<file path="src/rtl/nor_pp_pkg.sv">
package nor_pp_pkg;
    localparam logic [7:0] CMD_PAGE_BURST  = 8'h10;
    localparam logic [7:0] CMD_SINGLE_BYTE = 8'h90;
    localparam logic [7:0] FLASH_OP_PROGRAM = 8'h02;

    typedef enum logic {
        SRC_BUFFER = 1'b0,
        SRC_SINGLE = 1'b1
    } data_src_e;
endpackage

</file>
<file path="src/rtl/nor_pp_stage.sv">
// Page staging store: word-wide fill port, byte-wide read port.
module nor_pp_stage #(
    parameter int WORDS  = 32,
    parameter int DATA_W = 32
) (
    input  logic                                          clk,
    input  logic                                          rst_n,
    input  logic                                          wr_en,
    input  logic [DATA_W-1:0]                             wr_word,
    input  logic                                          clr,
    input  logic [$clog2(WORDS*(DATA_W/8))-1:0]           rd_idx,
    output logic [7:0]                                    rd_byte,
    output logic [$clog2(WORDS+1)-1:0]                    fill
);
    localparam int LANES = DATA_W / 8;
    localparam int LW    = $clog2(LANES);
    localparam int BIW   = $clog2(WORDS * LANES);
    localparam int WIW   = $clog2(WORDS);
    localparam int PW    = $clog2(WORDS + 1);

    typedef struct packed {
        logic [WORDS-1:0][DATA_W-1:0] mem;
        logic [PW-1:0]                ptr;
    } stage_t;

    stage_t st_d, st_q;

    always_comb begin
        st_d = st_q;
        if (clr) begin
            st_d.ptr = '0;
        end else if (wr_en && (st_q.ptr < PW'(WORDS))) begin
            st_d.mem[st_q.ptr[WIW-1:0]] = wr_word;
            st_d.ptr = st_q.ptr + PW'(1);
        end
    end

    always_ff @(posedge clk or negedge rst_n) begin
        if (!rst_n) st_q <= '0;
        else        st_q <= st_d;
    end

    // Lane select: byte j of a word sits in bits 8j+7:8j.
    logic [WIW-1:0]   word_sel;
    logic [LW-1:0]    lane_sel;
    logic [DATA_W-1:0] word_out;
    logic [7:0]       lane_byte [LANES];

    assign word_sel = rd_idx[BIW-1:LW];
    assign lane_sel = rd_idx[LW-1:0];
    assign word_out = st_q.mem[word_sel];

    for (genvar g = 0; g < LANES; g++) begin : g_lane
        assign lane_byte[g] = word_out[g*8 +: 8];
    end

    assign rd_byte = lane_byte[lane_sel];
    assign fill    = st_q.ptr;
endmodule

</file>
<file path="src/rtl/nor_pp_serial.sv">
// Mode-0 byte serializer: one chip-select frame of bytes 0..last_idx.
module nor_pp_serial #(
    parameter int HALF = 2,
    parameter int IDXW = 8
) (
    input  logic            clk,
    input  logic            rst_n,
    input  logic            start,
    input  logic [IDXW-1:0] last_idx,
    output logic [IDXW-1:0] fetch_idx,
    input  logic [7:0]      fetch_byte,
    output logic            sck,
    output logic            cs_n,
    output logic            mosi,
    output logic            done
);
    localparam int DVW = $clog2(HALF + 1);

    typedef struct packed {
        logic            active;
        logic            sck;
        logic [7:0]      sr;
        logic [2:0]      bitn;
        logic [IDXW-1:0] idx;
        logic [IDXW-1:0] last;
        logic [DVW-1:0]  div;
    } ser_t;

    ser_t st_d, st_q;

    always_comb begin
        st_d      = st_q;
        done      = 1'b0;
        fetch_idx = st_q.active ? (st_q.idx + IDXW'(1)) : '0;
        if (!st_q.active) begin
            if (start) begin
                st_d.active = 1'b1;
                st_d.sck    = 1'b0;
                st_d.sr     = fetch_byte;
                st_d.bitn   = '0;
                st_d.idx    = '0;
                st_d.last   = last_idx;
                st_d.div    = '0;
            end
        end else if (st_q.div == DVW'(HALF - 1)) begin
            st_d.div = '0;
            if (!st_q.sck) begin
                st_d.sck = 1'b1;
            end else begin
                st_d.sck = 1'b0;
                if (st_q.bitn == 3'd7) begin
                    if (st_q.idx == st_q.last) begin
                        st_d.active = 1'b0;
                        done        = 1'b1;
                    end else begin
                        st_d.idx  = st_q.idx + IDXW'(1);
                        st_d.sr   = fetch_byte;
                        st_d.bitn = '0;
                    end
                end else begin
                    st_d.sr   = {st_q.sr[6:0], 1'b0};
                    st_d.bitn = st_q.bitn + 3'd1;
                end
            end
        end else begin
            st_d.div = st_q.div + DVW'(1);
        end
    end

    always_ff @(posedge clk or negedge rst_n) begin
        if (!rst_n) st_q <= '0;
        else        st_q <= st_d;
    end

    assign sck  = st_q.sck;
    assign cs_n = !st_q.active;
    assign mosi = st_q.active & st_q.sr[7];
endmodule

</file>
<file path="src/rtl/nor_pp_writer.sv">
module nor_pp_writer
    import nor_pp_pkg::*;
#(
    parameter int WORDS  = 32,
    parameter int DATA_W = 32,
    parameter int ADDR_W = 24,
    parameter int HALF   = 2
) (
    input  logic                          clk,
    input  logic                          rst_n,
    input  logic                          cfg_we,
    input  logic                          cfg_mode,
    output logic                          mode_rd,
    input  logic                          word_we,
    input  logic [DATA_W-1:0]             word_data,
    input  logic                          addr_we,
    input  logic [ADDR_W-1:0]             addr_data,
    input  logic                          wbyte_we,
    input  logic [7:0]                    wbyte_data,
    input  logic                          cmd_we,
    input  logic [7:0]                    cmd_code,
    output logic [4:0]                    cmd_pending,
    output logic [ADDR_W-1:0]             cur_addr,
    output logic [$clog2(WORDS+1)-1:0]    fill_level,
    output logic                          spi_sck,
    output logic                          spi_cs_n,
    output logic                          spi_mosi
);
    localparam int BYTES = WORDS * (DATA_W / 8);
    localparam int HDR   = ADDR_W / 8 + 1;
    localparam int IDXW  = $clog2(HDR + BYTES);
    localparam int BIW   = $clog2(BYTES);
    localparam int HIW   = $clog2(HDR);

    typedef struct packed {
        logic              mode_req;
        logic              mode;
        logic [ADDR_W-1:0] addr;
        logic [7:0]        wbyte;
        logic [4:0]        pend;
        data_src_e         src;
    } ctl_t;

    ctl_t st_d, st_q;

    logic            idle;
    logic            accept_page;
    logic            accept_one;
    logic            ser_start;
    logic            ser_done;
    logic [IDXW-1:0] ser_last;
    logic [IDXW-1:0] fetch_idx;
    logic [7:0]      fetch_byte;
    logic [BIW-1:0]  buf_idx;
    logic [7:0]      buf_byte;
    logic            buf_we;
    logic [7:0]      hdr_byte [HDR];

    // Header bytes: opcode, then the address most significant byte first.
    assign hdr_byte[0] = FLASH_OP_PROGRAM;
    for (genvar g = 1; g < HDR; g++) begin : g_hdr
        assign hdr_byte[g] = st_q.addr[(HDR-1-g)*8 +: 8];
    end

    always_comb begin
        idle        = (st_q.pend == 5'd0);
        accept_page = cmd_we && idle && (cmd_code == CMD_PAGE_BURST) && st_q.mode;
        accept_one  = cmd_we && idle && (cmd_code == CMD_SINGLE_BYTE);
        ser_start   = accept_page || accept_one;
        ser_last    = accept_page ? IDXW'(HDR + BYTES - 1) : IDXW'(HDR);
        buf_we      = word_we && idle && st_q.mode;
        buf_idx     = BIW'(fetch_idx - IDXW'(HDR));

        if (fetch_idx < IDXW'(HDR))        fetch_byte = hdr_byte[fetch_idx[HIW-1:0]];
        else if (st_q.src == SRC_SINGLE)   fetch_byte = st_q.wbyte;
        else                               fetch_byte = buf_byte;

        st_d = st_q;
        if (cfg_we) st_d.mode_req = cfg_mode;
        if (idle)   st_d.mode     = st_q.mode_req;
        if (addr_we && idle)  st_d.addr  = addr_data;
        if (wbyte_we && idle) st_d.wbyte = wbyte_data;
        if (ser_start) begin
            st_d.pend = cmd_code[4:0];
            st_d.src  = accept_page ? SRC_BUFFER : SRC_SINGLE;
        end else if (ser_done) begin
            st_d.pend = 5'd0;
            if (st_q.src == SRC_SINGLE) st_d.addr = st_q.addr + ADDR_W'(1);
        end
    end

    always_ff @(posedge clk or negedge rst_n) begin
        if (!rst_n) st_q <= '0;
        else        st_q <= st_d;
    end

    nor_pp_stage #(
        .WORDS (WORDS),
        .DATA_W(DATA_W)
    ) i_stage (
        .clk    (clk),
        .rst_n  (rst_n),
        .wr_en  (buf_we),
        .wr_word(word_data),
        .clr    (accept_page),
        .rd_idx (buf_idx),
        .rd_byte(buf_byte),
        .fill   (fill_level)
    );

    nor_pp_serial #(
        .HALF(HALF),
        .IDXW(IDXW)
    ) i_serial (
        .clk       (clk),
        .rst_n     (rst_n),
        .start     (ser_start),
        .last_idx  (ser_last),
        .fetch_idx (fetch_idx),
        .fetch_byte(fetch_byte),
        .sck       (spi_sck),
        .cs_n      (spi_cs_n),
        .mosi      (spi_mosi),
        .done      (ser_done)
    );

    assign mode_rd     = st_q.mode;
    assign cmd_pending = st_q.pend;
    assign cur_addr    = st_q.addr;
endmodule

</file>
<file path="config.mk">
export PLATFORM = sky130hd
export DESIGN_NAME = nor_pp_writer
export DESIGN_NICKNAME = d
export VERILOG_FILES = /design/src/rtl/nor_pp_pkg.sv /design/src/rtl/nor_pp_stage.sv /design/src/rtl/nor_pp_serial.sv /design/src/rtl/nor_pp_writer.sv
export SDC_FILE = /design/constraint.sdc
export NUM_CORES = 2
export LEC_CHECK = 0
export BUFFER_PORTS_ARGS = -buffer_cell sky130_fd_sc_hd__clkbuf_2
export CORE_ASPECT_RATIO = 0.9
export CORE_MARGIN = 2
export CORE_UTILIZATION = 45
export CTS_BUF_LIST = sky130_fd_sc_hd__clkbuf_16
export CTS_CLUSTER_SIZE = 8
export DETAILED_ROUTE_END_ITERATION = 16
export PLACE_DENSITY = 0.62
export SYNTH_ARGS = -nofsm -noshare
export SYNTH_HDL_FRONTEND = slang
export SYNTH_SLANG_ARGS = --single-unit
</file>
<file path="constraint.sdc">
create_clock -name clk -period 5 [get_ports clk]
set_input_delay 0.25 -clock clk [delete_from_list [all_inputs] [get_ports clk]]
set_output_delay 0.25 -clock clk [all_outputs]
set_load 0.02 [all_outputs]
</file>
After elaboration in Yosys (flattened, before gate mapping). Index checks and enable logic that the tools add are counted.

Bits in registers: 1101. Bits of input ports: 80. Output and inout port bits: 39. Word-level logic and storage cells: 137.

Add/subtract/negate cells: 6. Order comparisons: 7. Equal/unequal tests: 10. Multiplexer cells: 42. Bitwise logic cells: 5. Reductions and logical operators: 21.

Operators by type and width (number): 1024-bit bitwise mux (1); 32-bit binary-select mux with 5-bit select (1); 32-bit demux with 5-bit select (1); 24-bit two-way mux (4); 8-bit two-way mux (9); 32-bit two-way mux (2); 21-bit two-way mux (2); 19-bit two-way mux (2); 8-bit binary-select mux with 2-bit select (2); 31-bit two-way mux (1); 24-bit by 1-bit adder with 24-bit output, second input constant (1); 5-bit by 6-bit less-than comparator with 1-bit output, second input constant (2); 6-bit two-way mux (2); 11-bit two-way mux (1); 1-bit logical AND (10); 1-bit two-way mux (10); 5-bit two-way mux (2); 8-bit by 1-bit adder with 8-bit output, second input constant (1); 8-bit by 5-bit == test with 1-bit output, second input constant (1); 8-bit == test (1); 8-bit == test, second input constant (1); 8-bit by 3-bit less-than comparator with 1-bit output, second input constant (1); 2-bit != test, second input constant (4); 7-bit by 3-bit subtractor with 7-bit output, second input constant (1); other kinds (20) (28).

Depth between registers and ports, before layout.
Word-level depth: 15. Mapped depth: 20. Mapped depth without buffers: 14.

By module. A second synthesis with hierarchy kept.

Cell total of the unflattened synthesis: 3221. Area, all modules: 51207.9 um^2.

Modules (own cells, without submodules): nor_pp_stage (instances 1, cells each 2749, area each 46467.1 um^2, seq. area each 25774.7 um^2); nor_pp_writer (instances 1, cells each 310, area each 2922.8 um^2, seq. area each 1001.0 um^2); nor_pp_serial (instances 1, cells each 162, area each 1818.0 um^2, seq. area each 775.7 um^2).

Least setup slack after synthesis. No wires, ideal clock.

Kind: reg-to-reg. From: register i_serial.st_q[11] in the netlist's numbering. To: register i_serial.st_q[27] in the netlist's numbering. Setup time: 0.122 ns. Data arrival time: 4.244 ns. Data required time: 4.878 ns. Path slack: 0.635 ns. Cell stages (with the launch flop): 18. Buffers on the path: 7. Period minus slack after synthesis: 4.365 ns. Path through: dfrtp_1 ha_1 xor2_1 and2_1 buf_6 buf_6 buf_4 buf_4 inv_1 ha_1 clkbuf_1 buf_1 clkbuf_1 mux4_2 mux4_2 o22ai_1 a21oi_1 a32o_1.

Word-level cells in the longest chain between the ends: 15. Elaborated cells between the ends (all ways): 25. Those cells by class: add/sub: 2; order compare: 1; eq/ne: 2; mux: 17; bitwise: 2; reduce/logical: 1.

RTL lines: start: declaration (line nor_pp_serial.sv:29) `ser_t st_d, st_q;`; start signal: assignment (line nor_pp_serial.sv:72) `else st_q <= st_d;`; 8-bit by 1-bit adder with 8-bit output (line nor_pp_serial.sv:34) `fetch_idx = st_q.active ? (st_q.idx + IDXW'(1)) : '0;`; 8-bit two-way mux (line nor_pp_serial.sv:34); 7-bit by 3-bit subtractor with 7-bit output (line nor_pp_writer.sv:72) `buf_idx = BIW'(fetch_idx - IDXW'(HDR));`; 32-bit binary-select mux with 5-bit select (line nor_pp_stage.sv:51) `assign word_out = st_q.mem[word_sel];`; 32-bit two-way mux (not written as such) (line nor_pp_stage.sv:51); 8-bit binary-select mux with 2-bit select (line nor_pp_stage.sv:57) `assign rd_byte = lane_byte[lane_sel];`; 8-bit two-way mux (not written as such) (2 in a row) (line nor_pp_stage.sv:57); 8-bit two-way mux (line nor_pp_writer.sv:75) `else if (st_q.src == SRC_SINGLE) fetch_byte = st_q.wbyte;`; 8-bit two-way mux (line nor_pp_writer.sv:74) `if (fetch_idx < IDXW'(HDR)) fetch_byte = hdr_byte[fetch_idx[HIW-1:0]];`; 19-bit two-way mux (line nor_pp_serial.sv:52) `if (st_q.idx == st_q.last) begin`; 11-bit two-way mux (line nor_pp_serial.sv:51) `if (st_q.bitn == 3'd7) begin`; 19-bit two-way mux (line nor_pp_serial.sv:47) `if (!st_q.sck) begin`; 21-bit two-way mux (line nor_pp_serial.sv:45) `end else if (st_q.div == DVW'(HALF - 1)) begin`; 21-bit two-way mux (line nor_pp_serial.sv:35) `if (!st_q.active) begin`.

Several ways; a longest one is shown, not always the timed one. The select of a mux whose other input is x is not followed. A chain may end at the register's enable or synchronous reset.

Worst setup path in the final report. Same ends and word-level chain as after synthesis.

==> run_results.csv <==
group,metric,value,unit
worst_setup_path,reg2regPathDepth,9,
place,dp_hpwl,87700,um
worst_setup_path,rr_endpoint,"i_serial.st_q[27]$_DFFE_PN0P_",
die,dieArea,117000,um^2
route,postRouteAntennaNets,0,
clock_tree,clkTransAtPathRegs,0.05,ns
worst_setup_path,critPathTopFamily,"compound AO/OA/AOI/OAI gates",
route,firstDrtPassIters,7,
yosys,synth_top_area_share,53.5,%
yosys,yosysMostFrequentCell,"dfrtp_1",
timing,hold_viol,0,
power_and_ir_drop,seqPwrFrac,47.7,%
yosys,async_flop_share,100,%
finish,n_fill_cell,9188,
grt,grt.overflow.total,0,
worst_setup_path,crit_path_max_fanout,17,
clock_tree,clock-sinks,1095,
timing,fin_worst_skew,0.0369,ns
die,die-width,360,um
job,drv_cap,0,
finish,drive_gt1_share,49.8,%
status,status,"completed",
yosys,synth_area,51200,um^2
worst_setup_path,critPathLaunchType,"flop",
yosys,synth_nets,3457,
power_and_ir_drop,p_per_area,321,nW/um^2
worst_hold_path,whs_path_depth,5,
yosys,ys_ff_latch,1095,
clock_tree,htree_levels,4,
worst_setup_path,worstPathArrival,5.19,ns
yosys,synth_enable_flop_cells,0,
grt,grt_pass1_vias,32700,
power_and_ir_drop,total_leakage_power,0.0273,uW
yosys,ys.flop_type,"dfrtp_1",
clock_tree,cts_buffer_depth,3,
worst_hold_path,worstHoldEndpoint,"st_q[0]$_DFFE_PN0P_",
grt,grt_first_pass_wirelength,220000,um
power_and_ir_drop,ir_worst_vdd,0.247,mV
worst_setup_path,reg2reg_slack,0.44,ns
route,vias,30600,
yosys,synth_seq_area_share,53.5,%
place,place.port_buffers,118,
yosys,syn_avg_cell_area,15.2,um^2
clock_tree,cts_tree,"built",
timing,timing.fmax,0.219,GHz
yosys,synthTopCellsByArea,"dfrtp_1 (53%), mux2_2 (21%), mux4_2 (13%)",
die,coreArea,113000,um^2
finish,syn_to_final_growth,13.4,%
worst_setup_path,slowest_stage,"o41ai_2",
route,routed_wl,146000,um
timing,period_needed,4.56,ns
yosys,synth_area_leader_cell,"dfrtp_1",
timing,worst_pin_slew,1.04,ns
finish,nets,3543,
grt,grt_start_max_net_pins,150,
timing,setup_tns,0,ns
timing,slew_viol_final,0,
worst_setup_path,cp_cell_sequence,"ha_1 -> a31oi_1 -> o41ai_2 -> or2_4 -> buf_4 -> mux4_2 -> mux2i_1 -> a21oi_1 -> a32o_1",
route,dr.first_iter.drc_count,2739,
power_and_ir_drop,intPower,14500,uW
die,die_h,324,um
worst_hold_path,hold_class,"primary input to flop",
worst_setup_path,cp.buffers_inverters,1,
finish,stdcell_area,58100,um^2
timing,rsz0062_at_grt,"no",
power_and_ir_drop,p_sw,4130,uW
route,remaining_drc_errors,0,
clock_tree,cts-root-buf,"clkbuf_16",
worst_setup_path,critical_path_required,5.63,ns
worst_setup_path,worstSetupPathType,"flop to flop",
yosys,ys_types,82,
power_and_ir_drop,power_frac_comb,2.0,%
die,rows,117,
place,gp_congestion,0.895,
clock_tree,numCtsBuffers,155,
clock_tree,clk_latency,0.76,ns
place,placed_area,53400,um^2
yosys,synth_cells,3368,
yosys,yosys-top-cells-count,"dfrtp_1 (1,095), mux2_2 (973), mux4_2 (301)",
yosys,yosysWarnings,0,
worst_setup_path,max_stage_delay,0.71,ns
worst_setup_path,r2r-start,"i_serial.st_q[11]$_DFFE_PN0P_",
power_and_ir_drop,sw_frac_of_total,22.2,%
grt,track_usage,25.5,%
die,pin_count,119,
power_and_ir_drop,p_clk_share,50.3,%
timing,slew_headroom,30.5,%
timing,finalSetupViolCount,0,
grt,antenna_found_initial,3,
timing,final.period_utilization,91.2,%
route,routedWlPerCell,29.3,um
finish,finalNonFillerCells,4960,
die,initial_core_util,45.3,%
route,viasPerCell,6.16,
worst_setup_path,worst_setup_path_end_kind,"flop",
clock_tree,cts_setup_buffers,0,
place,place_inst,4741,
worst_hold_path,hp-start,"cmd_code[0]",
[worst max-delay path by stage]
stage	endpoint	cells past startpoint	slack, ns	start
finish	i_serial.st_q[27]$_DFFE_PN0P_	9	0.44	i_serial.st_q[11]$_DFFE_PN0P_
global route	i_serial.st_q[22]$_DFFE_PN0P_	9	0.27	i_serial.st_q[11]$_DFFE_PN0P_
CTS	i_serial.st_q[27]$_DFFE_PN0P_	9	0.53	i_serial.st_q[11]$_DFFE_PN0P_
detailed placement	i_serial.st_q[27]$_DFFE_PN0P_	9	0.55	i_serial.st_q[11]$_DFFE_PN0P_
global placement	i_serial.st_q[24]$_DFFE_PN0P_	13	0.63	i_serial.st_q[11]$_DFFE_PN0P_
floorplan	i_serial.st_q[27]$_DFFE_PN0P_	17	0.63	i_serial.st_q[11]$_DFFE_PN0P_
[logic make-up (layout without fill, tap and decap cells)]
logic type                 count (synthesis)  after routing  share of synthesized area (%)
AOI/OAI and AO/OA                        201            201                           2.64
xor gates and xnor gates                  11             11                          0.203
adders and majority gates                  9              9                          0.220
buffers and inverters                    353            457                           3.55
DFF                                     1095           1095                           53.5
muxes                                   1376           1376                           36.8
other                                      0              1                              0
and+or+nand+nor                          323            323                           3.07
[power by group through the flow]
stage               Clock (uW)  Sequential (uW)  Combinational, uW
CTS                       9560             8880                384
floorplan                    0             9030               81.0
finish                    9370             8880                377
global route              9950             8870                427
detailed placement           0             9030                358
global placement             0             9020                339
[state kept, by name, indices dropped and copies added (netlist names)]
signal	cells
mode_rd	1
i_stage.st_q	1024
st_q	10
i_stage.fill	6
cmd_pending	5
i_serial.sck	1
i_serial.st_q	24
cur_addr	24
[worst min-delay path, stage by stage]
cell and delay, ns:
clkbuf_2 0.07, or4_1 0.12, nor4_2 0.08, nand2_1 0.11
a22o_1 0.14
[metrics by stage]
step	setup WS, ns	hold slack (ns)	power (uW)	util [%]
floorplan	0.635	-0.0456	9110	-
global placement	0.630	0.373	9360	47.3
detailed placement	0.554	0.381	9380	47.3
CTS	0.531	0.00683	18800	51.4
global route	0.268	0.0428	19200	51.4
finish	0.439	0.0559	18600	51.4
[cell type report]
class / count / area [um^2] / share of cell area, %
diodes: 1 / 2.50 / 0.00431
multi-input cells: 1920 / 22300 / 38.4
well taps: 1487 / 1860 / 3.20
flip-flops and latches: 1095 / 27400 / 47.2
clock buffers: 155 / 3880 / 6.68
repair buffers: 262 / 2250 / 3.88
inverters: 20 / 75.1 / 0.129
clock inverters: 20 / 322 / 0.554
[repair_timing]
| item | CTS | global route |
|---|---|---|
| hold buffers | 43 | 0 |
| resized for setup | 0 | 0 |
| endpoints found under the hold margin | 120 | 0 |
| endpoints found under the setup margin | 0 | 0 |
[per-layer routing]
metal / wire (um) / global-route usage [%] / up-vias
met4: 4520 / 8.55 / 2
met5: 16 / 0 / -
met1: 63400 / 35.1 / 16600
li1: - / - / 12600
met2: 67700 / 40.4 / 1065
met3: 9820 / 5.47 / 273
[cell usage in the layout, fill, tap and decap left out, drive strengths merged, types with 3 or more instances in the layout]
cell	synthesis	final
dfrtp	1095	1095
mux2	1056	1056
mux4	301	301
clkbuf	148	272
nand2	106	106
buf	185	102
nor2	100	100
o21ai	45	45
a21oi	43	43
dlygate4sd3	0	43
inv	18	30
nand3	22	22
mux2i	19	19
nor3	19	19
a211oi	17	17
and3	17	17
o22ai	14	14
a31oi	10	10
and2	10	10
nand4	9	9
a22oi	9	9
ha	9	9
clkinv	2	9
o21a	8	8
or4	8	8
o31ai	7	7
nor4	7	7
xor2	6	6
xnor2	5	5
a2111oi	5	5
nand2b	4	4
o211ai	4	4
a22o	4	4
or2	4	4
o221a	4	4
or3	3	3
a221oi	3	3
o311ai	3	3
No activity file was read; power rests on OpenSTA's default activity.
